File: src/rtl/ioc_pkg.sv
package ioc_pkg;
    typedef enum logic [2:0] {
        F_EN   = 3'd0,
        F_MODE = 3'd1,
        F_DEF  = 3'd2,
        F_FLAG = 3'd3,
        F_CAP  = 3'd4,
        F_LVL  = 3'd5,
        F_CFG  = 3'd6
    } field_e;

    typedef struct packed {
        logic od;      // open-drain drive
        logic pol;     // active level in push-pull drive
        logic mirror;  // OR both port interrupts
    } cfg_t;
endpackage

File: src/rtl/ioc_port.sv
module ioc_port
    import ioc_pkg::*;
#(
    parameter int W = 8
) (
    input  logic         clk,
    input  logic         rst_n,
    input  logic [W-1:0] pins_i,
    input  logic         wr_i,
    input  field_e       field_i,
    input  logic [W-1:0] wdata_i,
    input  logic         clr_i,
    output logic [W-1:0] en_o,
    output logic [W-1:0] mode_o,
    output logic [W-1:0] def_o,
    output logic [W-1:0] flag_o,
    output logic [W-1:0] cap_o,
    output logic         pend_o
);
    typedef struct packed {
        logic [W-1:0] en;
        logic [W-1:0] mode;
        logic [W-1:0] dflt;
        logic [W-1:0] flag;
        logic [W-1:0] cap;
        logic [W-1:0] prev;
    } st_t;

    st_t          st_d, st_q;
    logic [W-1:0] hit;
    logic         pend;

    always_comb begin
        st_d = st_q;
        st_d.prev = pins_i;
        if (wr_i) begin
            case (field_i)
                F_EN:    st_d.en   = wdata_i;
                F_MODE:  st_d.mode = wdata_i;
                F_DEF:   st_d.dflt = wdata_i;
                default: ;
            endcase
        end
        hit  = st_q.en & ((st_q.mode & (pins_i ^ st_q.dflt)) |
                          (~st_q.mode & (pins_i ^ st_q.prev)));
        pend = |st_q.flag;
        if (clr_i) begin
            st_d.flag = '0;
        end else if (!pend && (|hit)) begin
            st_d.flag = hit;
            st_d.cap  = pins_i;
        end
    end

    always_ff @(posedge clk) begin
        if (!rst_n) st_q <= '0;
        else        st_q <= st_d;
    end

    assign en_o   = st_q.en;
    assign mode_o = st_q.mode;
    assign def_o  = st_q.dflt;
    assign flag_o = st_q.flag;
    assign cap_o  = st_q.cap;
    assign pend_o = pend;

    AST_ENABLE_GATE: assert property (@(posedge clk) disable iff (!rst_n)
        (!pend_o && !clr_i) |=> ((flag_o & ~$past(en_o)) == '0));
    AST_CAPTURE_ON_RAISE: assert property (@(posedge clk) disable iff (!rst_n)
        $rose(pend_o) |-> (cap_o == $past(pins_i)));
    AST_FROZEN_WHILE_PENDING: assert property (@(posedge clk) disable iff (!rst_n)
        (pend_o && !clr_i) |=> ($stable(flag_o) && $stable(cap_o)));
    AST_CLEAR_ON_READ: assert property (@(posedge clk) disable iff (!rst_n)
        clr_i |=> (flag_o == '0));
endmodule

File: src/rtl/ioc_irq_drv.sv
module ioc_irq_drv (
    input  logic act_i,
    input  logic pol_i,
    input  logic od_i,
    output logic pin_o,
    output logic oe_o
);
    always_comb begin
        if (od_i) begin
            pin_o = 1'b0;
            oe_o  = act_i;
        end else begin
            pin_o = act_i ? pol_i : ~pol_i;
            oe_o  = 1'b1;
        end
    end
endmodule

File: src/rtl/ioc_irq_ctrl.sv
module ioc_irq_ctrl
    import ioc_pkg::*;
#(
    parameter int W = 8
) (
    input  logic         clk,
    input  logic         rst_n,
    input  logic [W-1:0] pin_a,
    input  logic [W-1:0] pin_b,
    input  logic         wr_en,
    input  logic         rd_en,
    input  logic [3:0]   reg_sel,
    input  logic [W-1:0] wr_data,
    output logic [W-1:0] rd_data,
    output logic         irq_a_o,
    output logic         irq_a_oe,
    output logic         irq_b_o,
    output logic         irq_b_oe
);
    localparam int NPORT = 2;
    localparam int CFG_W = $bits(cfg_t);

    cfg_t         cfg_d, cfg_q;
    field_e       field;
    logic         port;
    logic [W-1:0] pins   [NPORT];
    logic [W-1:0] en_v   [NPORT];
    logic [W-1:0] mode_v [NPORT];
    logic [W-1:0] def_v  [NPORT];
    logic [W-1:0] flag_v [NPORT];
    logic [W-1:0] cap_v  [NPORT];
    logic         pend   [NPORT];
    logic         act    [NPORT];
    logic         drv_o  [NPORT];
    logic         drv_oe [NPORT];

    assign field   = field_e'(reg_sel[3:1]);
    assign port    = reg_sel[0];
    assign pins[0] = pin_a;
    assign pins[1] = pin_b;

    always_comb begin
        cfg_d = cfg_q;
        if (wr_en && field == F_CFG) cfg_d = cfg_t'(wr_data[CFG_W-1:0]);
    end

    always_ff @(posedge clk) begin
        if (!rst_n) cfg_q <= '0;
        else        cfg_q <= cfg_d;
    end

    for (genvar p = 0; p < NPORT; p++) begin : g_port
        logic sel_me;
        assign sel_me = (port == 1'(p));

        ioc_port #(.W(W)) u_port (
            .clk     (clk),
            .rst_n   (rst_n),
            .pins_i  (pins[p]),
            .wr_i    (wr_en && sel_me),
            .field_i (field),
            .wdata_i (wr_data),
            .clr_i   (rd_en && sel_me && (field == F_CAP || field == F_LVL)),
            .en_o    (en_v[p]),
            .mode_o  (mode_v[p]),
            .def_o   (def_v[p]),
            .flag_o  (flag_v[p]),
            .cap_o   (cap_v[p]),
            .pend_o  (pend[p])
        );

        assign act[p] = cfg_q.mirror ? (pend[0] | pend[1]) : pend[p];

        ioc_irq_drv u_drv (
            .act_i (act[p]),
            .pol_i (cfg_q.pol),
            .od_i  (cfg_q.od),
            .pin_o (drv_o[p]),
            .oe_o  (drv_oe[p])
        );
    end

    always_comb begin
        case (field)
            F_EN:    rd_data = en_v[port];
            F_MODE:  rd_data = mode_v[port];
            F_DEF:   rd_data = def_v[port];
            F_FLAG:  rd_data = flag_v[port];
            F_CAP:   rd_data = cap_v[port];
            F_LVL:   rd_data = pins[port];
            F_CFG:   rd_data = W'(cfg_q);
            default: rd_data = '0;
        endcase
    end

    assign irq_a_o  = drv_o[0];
    assign irq_a_oe = drv_oe[0];
    assign irq_b_o  = drv_o[1];
    assign irq_b_oe = drv_oe[1];

    AST_MIRROR_SAME: assert property (@(posedge clk) disable iff (!rst_n)
        cfg_q.mirror |-> (irq_a_o == irq_b_o && irq_a_oe == irq_b_oe));
    AST_OD_DRIVES_LOW: assert property (@(posedge clk) disable iff (!rst_n)
        cfg_q.od |-> (!irq_a_o && !irq_b_o));
endmodule

File: config.mk
export PLATFORM = sky130hd
export DESIGN_NAME = ioc_irq_ctrl
export DESIGN_NICKNAME = d
export VERILOG_FILES = /design/src/rtl/ioc_pkg.sv /design/src/rtl/ioc_port.sv /design/src/rtl/ioc_irq_drv.sv /design/src/rtl/ioc_irq_ctrl.sv
export SDC_FILE = /design/constraint.sdc
export NUM_CORES = 1
export LEC_CHECK = 0
export BUFFER_PORTS_ARGS = -buffer_cell sky130_fd_sc_hd__buf_2
export CELL_PAD_IN_SITES_DETAIL_PLACEMENT = 1
export CELL_PAD_IN_SITES_GLOBAL_PLACEMENT = 1
export CORE_UTILIZATION = 46
export CTS_CLUSTER_DIAMETER = 150
export DETAILED_ROUTE_END_ITERATION = 7
export GPL_ROUTABILITY_DRIVEN = 0
export HOLD_SLACK_MARGIN = 0.15
export PLACE_DENSITY = 0.89
export RECOVER_POWER = 25
export SLEW_MARGIN = 20
export SYNTH_ARGS = -nofsm -noshare
export SYNTH_HDL_FRONTEND = slang
export SYNTH_SLANG_ARGS = --single-unit
File: constraint.sdc
create_clock -name clk -period 2.3 [get_ports clk]
set_input_delay 0.345 -clock clk [delete_from_list [all_inputs] [get_ports clk]]
set_output_delay 0.345 -clock clk [all_outputs]
set_load 0.05 [all_outputs]
==> summary.txt, run 1 <==
Synthesis
  • Synthesized Nets: between 500 and 600
  • Post-Synth XOR/XNOR Area: less than 1%
  • Ys Warns: 0
  • Async set or reset register ratio after synthesis: 0%
  • Main combinational cell family by area after synthesis: multiplexers
  • Post-synth top flop: dfxtp_1
  • Simple-gate share of the synthesized area: 19.6%
  • Mux share of post-synthesis cell area: 28.2%
  • Compound-Gate Fraction of Synth Area: 7.86%
  • Number of enable flip-flop cells after synthesis: 0
  • Area share of fa/ha/maj cells after synthesis: 0%
  • Synth Register Bits: 99
  • Cell Area, Synth: 4950 sq um
  • Synth Area per Inst: 9.56 sq um
  • Netlist cell types: 39
  • Sequential share of the synthesized area: between 40% and 50%
  • Post-Synthesis Cells: 518

STA
  • Final Max Slew Viols: 0
  • Final worst path period need: between 2 and 2.5 ns
  • Setup WS post-layout: -0.00681 ns
  • Clock skew: 0.0126 ns
  • RSZ-0062 raised after global routing: true
  • TNS Setup: -0.00681 ns
  • Final hold violation count: 0
  • Least-Margin Pin Slew: between 1 and 1.5 ns
  • F_max: between 400 and 500 MHz
  • # setup viols final: 1
  • Tcrit/Tclk final: 100%
  • Slew headroom: roughly 6.6%

Critical path
  • Startpoint types: flop
  • Critical path class: reg2out
  • Largest fanout on the critical path: 3
  • CP arrival: between 1.5 and 2 ns
  • CP endpoint kind: primary output
  • Critical Path RT: approximately 2 ns
  • Reg2reg setup slack: 0.26 ns

Global routing
  • Vias in the first global route: 4524
  • Met2 Use GR: between 40 and 50%
  • Global Route Usage Sum: 28.4%
  • Met3 usage: between 7 and 8%
  • Largest net degree at the start of global routing: 35
  • Met1 Use GR: 31.0%
  • GR peak layer: met2
  • Initial antenna violation count: 0
  • First-pass GRT wire length: 24000 microns
  • Total gr overflow: 0

Detailed routing
  • DR vias: 4061
  • 1st-pass router iterations: 4
  • DRC Markers: 0
  • Initial DRC count: 187
  • Antenna viol nets, final: 0
  • Routed vias/inst: 5.67
  • Avg WL per Cell: approximately 21 microns
  • Wirelength, routed: around 15000 microns

Power
  • P_leak: 2.39 nW
  • Pwr Total: 3.61 mW
  • Pwr/cell area: 633 nW/um^2
  • Max IR drop VDD: 0.371 mV

Placement
  • IO Port Bufs: 43
  • Final HPWL DP: 10700 microns
  • Cell total after placement: 697
  • Place WS: 0.126 ns

Cells and area
  • Commonest non-fill, non-tap cells in the layout: 127 x mux2i_1, 94 x dfxtp_1, 63 x nand2_1
  • Register area: 1990 sq um
  • # nets final: 607
  • Area of the multi-input gates: 2780 sq um
  • Antenna cells: 0
  • Fill cells: 1221
  • Util after Layout: 55.0%
  • Most common cell after layout, fill and taps aside: mux2i_1
  • Finished Layout Cells: about 720
  • Area delta synth->final: 15.2%
  • Share of cells above drive strength 1: between 20% and 30%

Clocking
  • Worst-Skew Late Latency: 0.38 ns
  • Clock slew at reported path FFs: 0.10 ns
  • Clk root buf: clkbuf_8
  • Max clock buf depth: 2
  • CTS tree: yes
  • CTS Buf Count: 9
  • Clock net sink count: 99
  • Htree depth: 3

Hold path
  • Worst hold path type: in2reg

Run
  • Maximum capacitance violations: 0

Status
  • Status: complete, but fails checks
  • Failing checks: negative setup slack

Floorplanning
  • Site row count: 37
  • Initial Utilization: 47.7%
  • Die height: 106 microns
  • Die X: roughly 110 microns
  • Die area: 11200 sq um
  • # IOs: 44
  • Core Area: just over 10000 sq um
-- layer usage --
layer / part of all wire [%] / vias to the layer above / wire length [microns]
met5: 0 / - / 0
met4: 5.4 / 0 / 819
met3: 5.0 / 54 / 752
met2: 49 / 123 / 7440
met1: 40 / 1977 / 6030
li1: - / 1907 / -
-- path summary, 6_finish.rpt --
path                                           start                                      to  depth (start not counted)
max reg2reg  g_port[1].u_port.flag_o[0]$_SDFFE_PP0P_  g_port[1].u_port.cap_o[3]$_SDFFE_PN0P_                          8
min                                         pin_b[4]     g_port[1].u_port.st_q[4]$_SDFF_PN0_                          3
max          g_port[0].u_port.flag_o[4]$_SDFFE_PP0P_                                 irq_a_o                          6
min reg2reg   g_port[0].u_port.cap_o[1]$_SDFFE_PN0P_  g_port[0].u_port.cap_o[1]$_SDFFE_PN0P_                          2
-- repair_timing --
item	4_1_cts	5_1_grt
resized for setup	14	3
setup buffers	3	0
endpoints found under the hold margin	0	0
pin swaps	4	1
hold buffers	0	0
setup endpoints to repair	5	4
-- sequential cells by signal, summed over array words and instances, names as in the netlist --
signal / count
cfg_q: 3
g_port.u_port.cap_o: 16
g_port.u_port.def_o: 16
g_port.u_port.en_o: 16
g_port.u_port.flag_o: 16
g_port.u_port.mode_o: 16
g_port.u_port.st_q: 16
-- cells by family after synthesis --
logic type      Yosys count
mux                     135
compound gates           59
xor+xnor                  4
simple gates            179
flops                    99
buf+inv                  42
-- power breakdown --
| group | leakage, nW | switching (mW) | total (mW) | internal, mW |
|---|---|---|---|---|
| sequential | 0.806 | 0.0246 | 1.78 | 1.75 |
| clock | 0.126 | 0.638 | 1.39 | 0.754 |
| combinational | 1.46 | 0.266 | 0.440 | 0.173 |
| total | 2.39 | 0.929 | 3.61 | 2.68 |
-- stage by stage --
step | instance area (sq um) | hold WS, ns
finish | 5700 | 0.219
global route | 5700 | 0.231
CTS | 5730 | 0.211
detailed placement | 5420 | 0.454
global placement | 5420 | 0.442
floorplan | 4950 | 0.432
-- critical path, stage by stage (launching register included) --
cell and delay, ns:
dfxtp_2 0.36, or4_4 0.56, nor2_4 0.13, o21a_1 0.18, xnor2_1 0.15, nor2_2 0.05, buf_6 0.15
-- Yosys cell counts, drive strengths merged (4+ instances only) --
cell type,instances,area [sq um]
clkbuf,12,45.0
o22ai,16,100
buf,13,71.3
nor2,27,149
nand2,64,243
mux2i,128,1280
nand2b,16,100
a22oi,5,37.5
a21oi,18,101
mux2,4,45.0
nor2b,51,319
inv,17,63.8
or4,4,37.5
nand3,6,30.0
dfxtp,99,1980
xnor2,4,35.0
o21ai,6,30.0
-- area by class of cell --
cell class,count,area share (%)
multi-input combinational,377,48.8
sequential,99,34.9
timing repair buffer,71,7.81
tap,136,2.98
clock buffer,10,2.41
clock inverter,6,1.97
inverter,17,1.12
Power figures use the tool's default switching activity.
==> run 2, diff against run 1 <==
--- a/config.mk
+++ b/config.mk
@@ -5,7 +5,7 @@
 export SDC_FILE = /design/constraint.sdc
 export NUM_CORES = 1
 export LEC_CHECK = 0
-export BUFFER_PORTS_ARGS = -buffer_cell sky130_fd_sc_hd__buf_2
+export BUFFER_PORTS_ARGS = -buffer_cell sky130_fd_sc_hd__buf_4
 export CELL_PAD_IN_SITES_DETAIL_PLACEMENT = 1
 export CELL_PAD_IN_SITES_GLOBAL_PLACEMENT = 1
 export CORE_UTILIZATION = 46
@@ -13,9 +13,10 @@
 export DETAILED_ROUTE_END_ITERATION = 7
 export GPL_ROUTABILITY_DRIVEN = 0
 export HOLD_SLACK_MARGIN = 0.15
-export PLACE_DENSITY = 0.89
+export PLACE_DENSITY = 0.9
 export RECOVER_POWER = 25
 export SLEW_MARGIN = 20
 export SYNTH_ARGS = -nofsm -noshare
 export SYNTH_HDL_FRONTEND = slang
+export SYNTH_HIERARCHICAL = 1
 export SYNTH_SLANG_ARGS = --single-unit
==> run 2 against run 1 <==
Against the previous run: the flow finishes with violations (design-rule violations, negative setup slack); critical path depth rose by 1; die area rose by 13%; sequential power about the same; non-clock buffer count is 2 lower; critical endpoint unchanged; clock power rose by 13%; sequential share of layout area down 1.1 points; combinational power about the same.
==> summary.txt, run 2 <==
STA
  • Final worst path period need: 2.39 ns (was 2.31 ns)
  • F_max: 418 MHz (was 433 MHz)
  • Least-Margin Pin Slew: 1.24 ns (was 1.40 ns)
  • # setup viols final: 2 (was 1)
  • Clock skew: 0.00664 ns (was 0.0126 ns)
  • RSZ-0062 raised after global routing: true (unchanged)
  • Slew headroom: 17.2% (was 6.55%)
  • TNS Setup: -0.166 ns (was -0.00681 ns)
  • Final hold violation count: 0 (unchanged)
  • Final Max Slew Viols: 0 (unchanged)
  • Setup WS post-layout: -0.0941 ns (was -0.00681 ns)
  • Tcrit/Tclk final: 104% (was 100%)

Clocking
  • Htree depth: 3 (unchanged)
  • Clock net sink count: 99 (unchanged)
  • Clock slew at reported path FFs: 0.07 ns (was 0.10 ns)
  • CTS tree: yes (unchanged)
  • CTS Buf Count: 9 (unchanged)
  • Clk root buf: clkbuf_16 (was clkbuf_8)
  • Worst-Skew Late Latency: 0.35 ns (was 0.38 ns)
  • Max clock buf depth: 2 (unchanged)
  • Hold buffer count at CTS: 0 (unchanged)

Synthesis
  • Area share of fa/ha/maj cells after synthesis: 0% (unchanged)
  • Cell Area, Synth: 5580 sq um (was 4950 sq um)
  • Top-count cell post-synth: nand2_1 (was mux2i_1)
  • Async set or reset register ratio after synthesis: 0% (unchanged)
  • Compound-Gate Fraction of Synth Area: 9.95% (was 7.86%)
  • Synth Area per Inst: 8.73 sq um (was 9.56 sq um)
  • Dominant cells by area after synthesis: dfxtp_1 35%, mux2i_1 20%, buf_4 11%, nand2_1 7.9%, a21boi_0 4.7% (was dfxtp_1 40%, mux2i_1 26%, nor2b_1 6.4%, nand2_1 4.8%, nand2b_1 2.0%)
  • Number of enable flip-flop cells after synthesis: 0 (unchanged)
  • Synth Register Bits: 99 (unchanged)
  • Area fraction of the dominant cell type after synthesis: 35.5% (was 40.0%)
  • Synth cell count leaders: 118 x nand2_1, 112 x mux2i_1, 99 x dfxtp_1 (was 128 x mux2i_1, 99 x dfxtp_1, 63 x nand2_1)
  • Main combinational cell family by area after synthesis: multiplexers (unchanged)
  • Synth area leader: dfxtp_1 (unchanged)
  • Netlist cell types: 33 (was 39)
  • Ys Warns: 6 (was 0)
  • Synthesized Nets: 672 (was 550)
  • Post-synth top flop: dfxtp_1 (unchanged)
  • Post-Synth XOR/XNOR Area: 0.314% (was 0.708%)
  • Sequential share of the synthesized area: 35.5% (was 40.0%)
  • Simple-gate share of the synthesized area: 19.4% (was 19.6%)
  • Post-Synthesis Cells: 640 (was 518)
  • Mux share of post-synthesis cell area: 20.1% (was 28.2%)

Cells and area
  • Commonest non-fill, non-tap cells in the layout: 118 x nand2_1, 112 x mux2i_1, 91 x dfxtp_1 (was 127 x mux2i_1, 94 x dfxtp_1, 63 x nand2_1)
  • Share of cells above drive strength 1: 16.9% (was 20.0%)
  • Antenna cells: 0 (unchanged)
  • # nets final: 642 (was 607)
  • Area delta synth->final: 5.53% (was 15.2%)
  • Util after Layout: 50.7% (was 55.0%)
  • Cell area after layout: 5890 sq um (was 5700 sq um)
  • Most common cell after layout, fill and taps aside: nand2_1 (was mux2i_1)

Global routing
  • Largest net degree at the start of global routing: 71 (was 35)
  • Global Route Usage Sum: 25.9% (was 28.4%)
  • Initial antenna violation count: 0 (unchanged)
  • Total gr overflow: 0 (unchanged)
  • First-pass GRT wire length: 24700 microns (was 24000 microns)
  • Vias in the first global route: 4637 (was 4524)

Status
  • Failing checks: design-rule violations, negative setup slack (was negative setup slack)
  • Status: complete, but fails checks (unchanged)

Run
  • Maximum capacitance violations: 0 (unchanged)

Floorplanning
  • Initial Utilization: 48.1% (was 47.7%)
  • Die area: 12600 sq um (was 11200 sq um)
  • Die height: 112 microns (was 106 microns)
  • Die X: 112 microns (was 106 microns)
  • Site row count: 39 (was 37)
  • # IOs: 44 (unchanged)
  • Core Area: 11600 sq um (was 10400 sq um)

Placement
  • Final HPWL DP: 11800 microns (was 10700 microns)
  • Dpl cell area: 5510 sq um (was 5420 sq um)
  • IO Port Bufs: 43 (unchanged)

Detailed routing
  • 1st-pass router iterations: 6 (was 4)
  • Wirelength, routed: 15800 microns (was 15000 microns)
  • DR vias: 4309 (was 4061)
  • Routed vias/inst: 5.68 (was 5.67)
  • Avg WL per Cell: 20.9 microns (was 21.0 microns)
  • DRC Markers: 5 (was 0)
  • Antenna viol nets, final: 0 (unchanged)
  • Initial DRC count: 288 (was 187)

Critical path
  • Slowest cell on the critical path: or4_4 (unchanged)
  • Critical Path RT: 1.96 ns (about the same)
  • Critical path class: reg2out (unchanged)
  • CP arrival: 2.05 ns (was 1.96 ns)
  • Startpoint types: flop (unchanged)
  • CP Cell Sequence: or4_4 -> nor2_8 -> inv_4 -> a21o_1 -> xor2_1 -> nor2_2 -> buf_6 (was or4_4 -> nor2_4 -> o21a_1 -> xnor2_1 -> nor2_2 -> buf_6)
  • Largest fanout on the critical path: 3 (unchanged)
  • Max stage delay on crit path: 0.57 ns (was 0.56 ns)
  • CP endpoint kind: primary output (unchanged)
  • Reg2reg setup slack: 0.21 ns (was 0.26 ns)

Power
  • Pwr/cell area: 644 nW/um^2 (was 633 nW/um^2)
  • Max IR drop VDD: 0.350 mV (was 0.371 mV)
  • P_leak: 2.36 nW (was 2.39 nW)

Hold path
  • Worst hold path type: in2reg (unchanged)
## run 2: cell count changes after synthesis, moves of 5 or more
| cell | change |
|---|---|
| buf_4 | +78 |
| a21boi_0 | +32 |
| mux2i_1 | -16 |
| nand2_1 | +55 |
| or3_1 | +5 |
| o22ai_1 | +5 |
| nor2b_1 | -34 |
| a22oi_1 | -5 |
| nand2b_1 | +6 |
## run 2: area by class of cell
class,count,area [sq um]
multi-input cells,413,2790
flip-flops and latches,99,1990
inverters,18,72.6
fillers,1352,5720
clock inverters,6,68.8
clock buffers,10,239
well taps,143,179
repair buffers,69,552
## run 2: routing by layer
| layer | vias to the layer above | global-route usage, % | share of wire, % |
|---|---|---|---|
| li1 | 2014 | - | - |
| met3 | 39 | 4.64 | 4.5 |
| met5 | - | 0 | 0 |
| met4 | 0 | 12.0 | 3.5 |
| met2 | 134 | 47.0 | 51 |
| met1 | 2122 | 29.6 | 41 |
## run 2: cell families (layout without fill, tap and decap cells)
kind of cell    after synthesis  in the layout
compound gates               79             79
xor+xnor                      2              2
simple gates                220            220
flops                        99             99
mux                         112            112
buf+inv                     128            103
## run 2: worst paths after layout
path,from,to,cells after the start
setup / recovery,g_port[0].u_port/flag_o[6]$_SDFFE_PP0P_,irq_a_o,7
hold / removal,pin_a[1],g_port[0].u_port/st_q[1]$_SDFF_PN0_,3
setup reg to reg,g_port[1].u_port/mode_o[4]$_SDFFE_PN0P_,g_port[1].u_port/cap_o[2]$_SDFFE_PN0P_,6
hold reg to reg,g_port[0].u_port/cap_o[2]$_SDFFE_PN0P_,g_port[0].u_port/cap_o[2]$_SDFFE_PN0P_,2
## run 2: repair_timing
item	CTS	global route
setup buffers	5	3
gates resized for setup	7	6
endpoints found under the setup margin	13	4
pin swaps	8	8
## run 2: worst max-delay path, delay by kind of cell (launching register included)
family	cells	cell delay, ns
DFF	1	0.32
buffers and inverters	2	0.21
and+or+nand+nor	3	0.84
xor gates and xnor gates	1	0.17
AOI/OAI and AO/OA	1	0.16
## run 2: where the power goes
group,internal (mW),leakage (nW),total (mW),switching [mW]
sequential,1.75,0.807,1.78,0.0269
combinational,0.184,1.40,0.442,0.258
clock,0.883,0.150,1.57,0.690
## run 2: metrics by stage
stage,worst slack [ns],total power [mW],hold WS (ns),std cells
floorplan,0.0932,2.10,0.435,640
global placement,0.0550,2.22,0.446,734
detailed placement,-0.0305,2.24,0.455,734
CTS,-0.119,3.82,0.225,755
global route,-0.190,3.91,0.245,758
finish,-0.0941,3.79,0.234,758
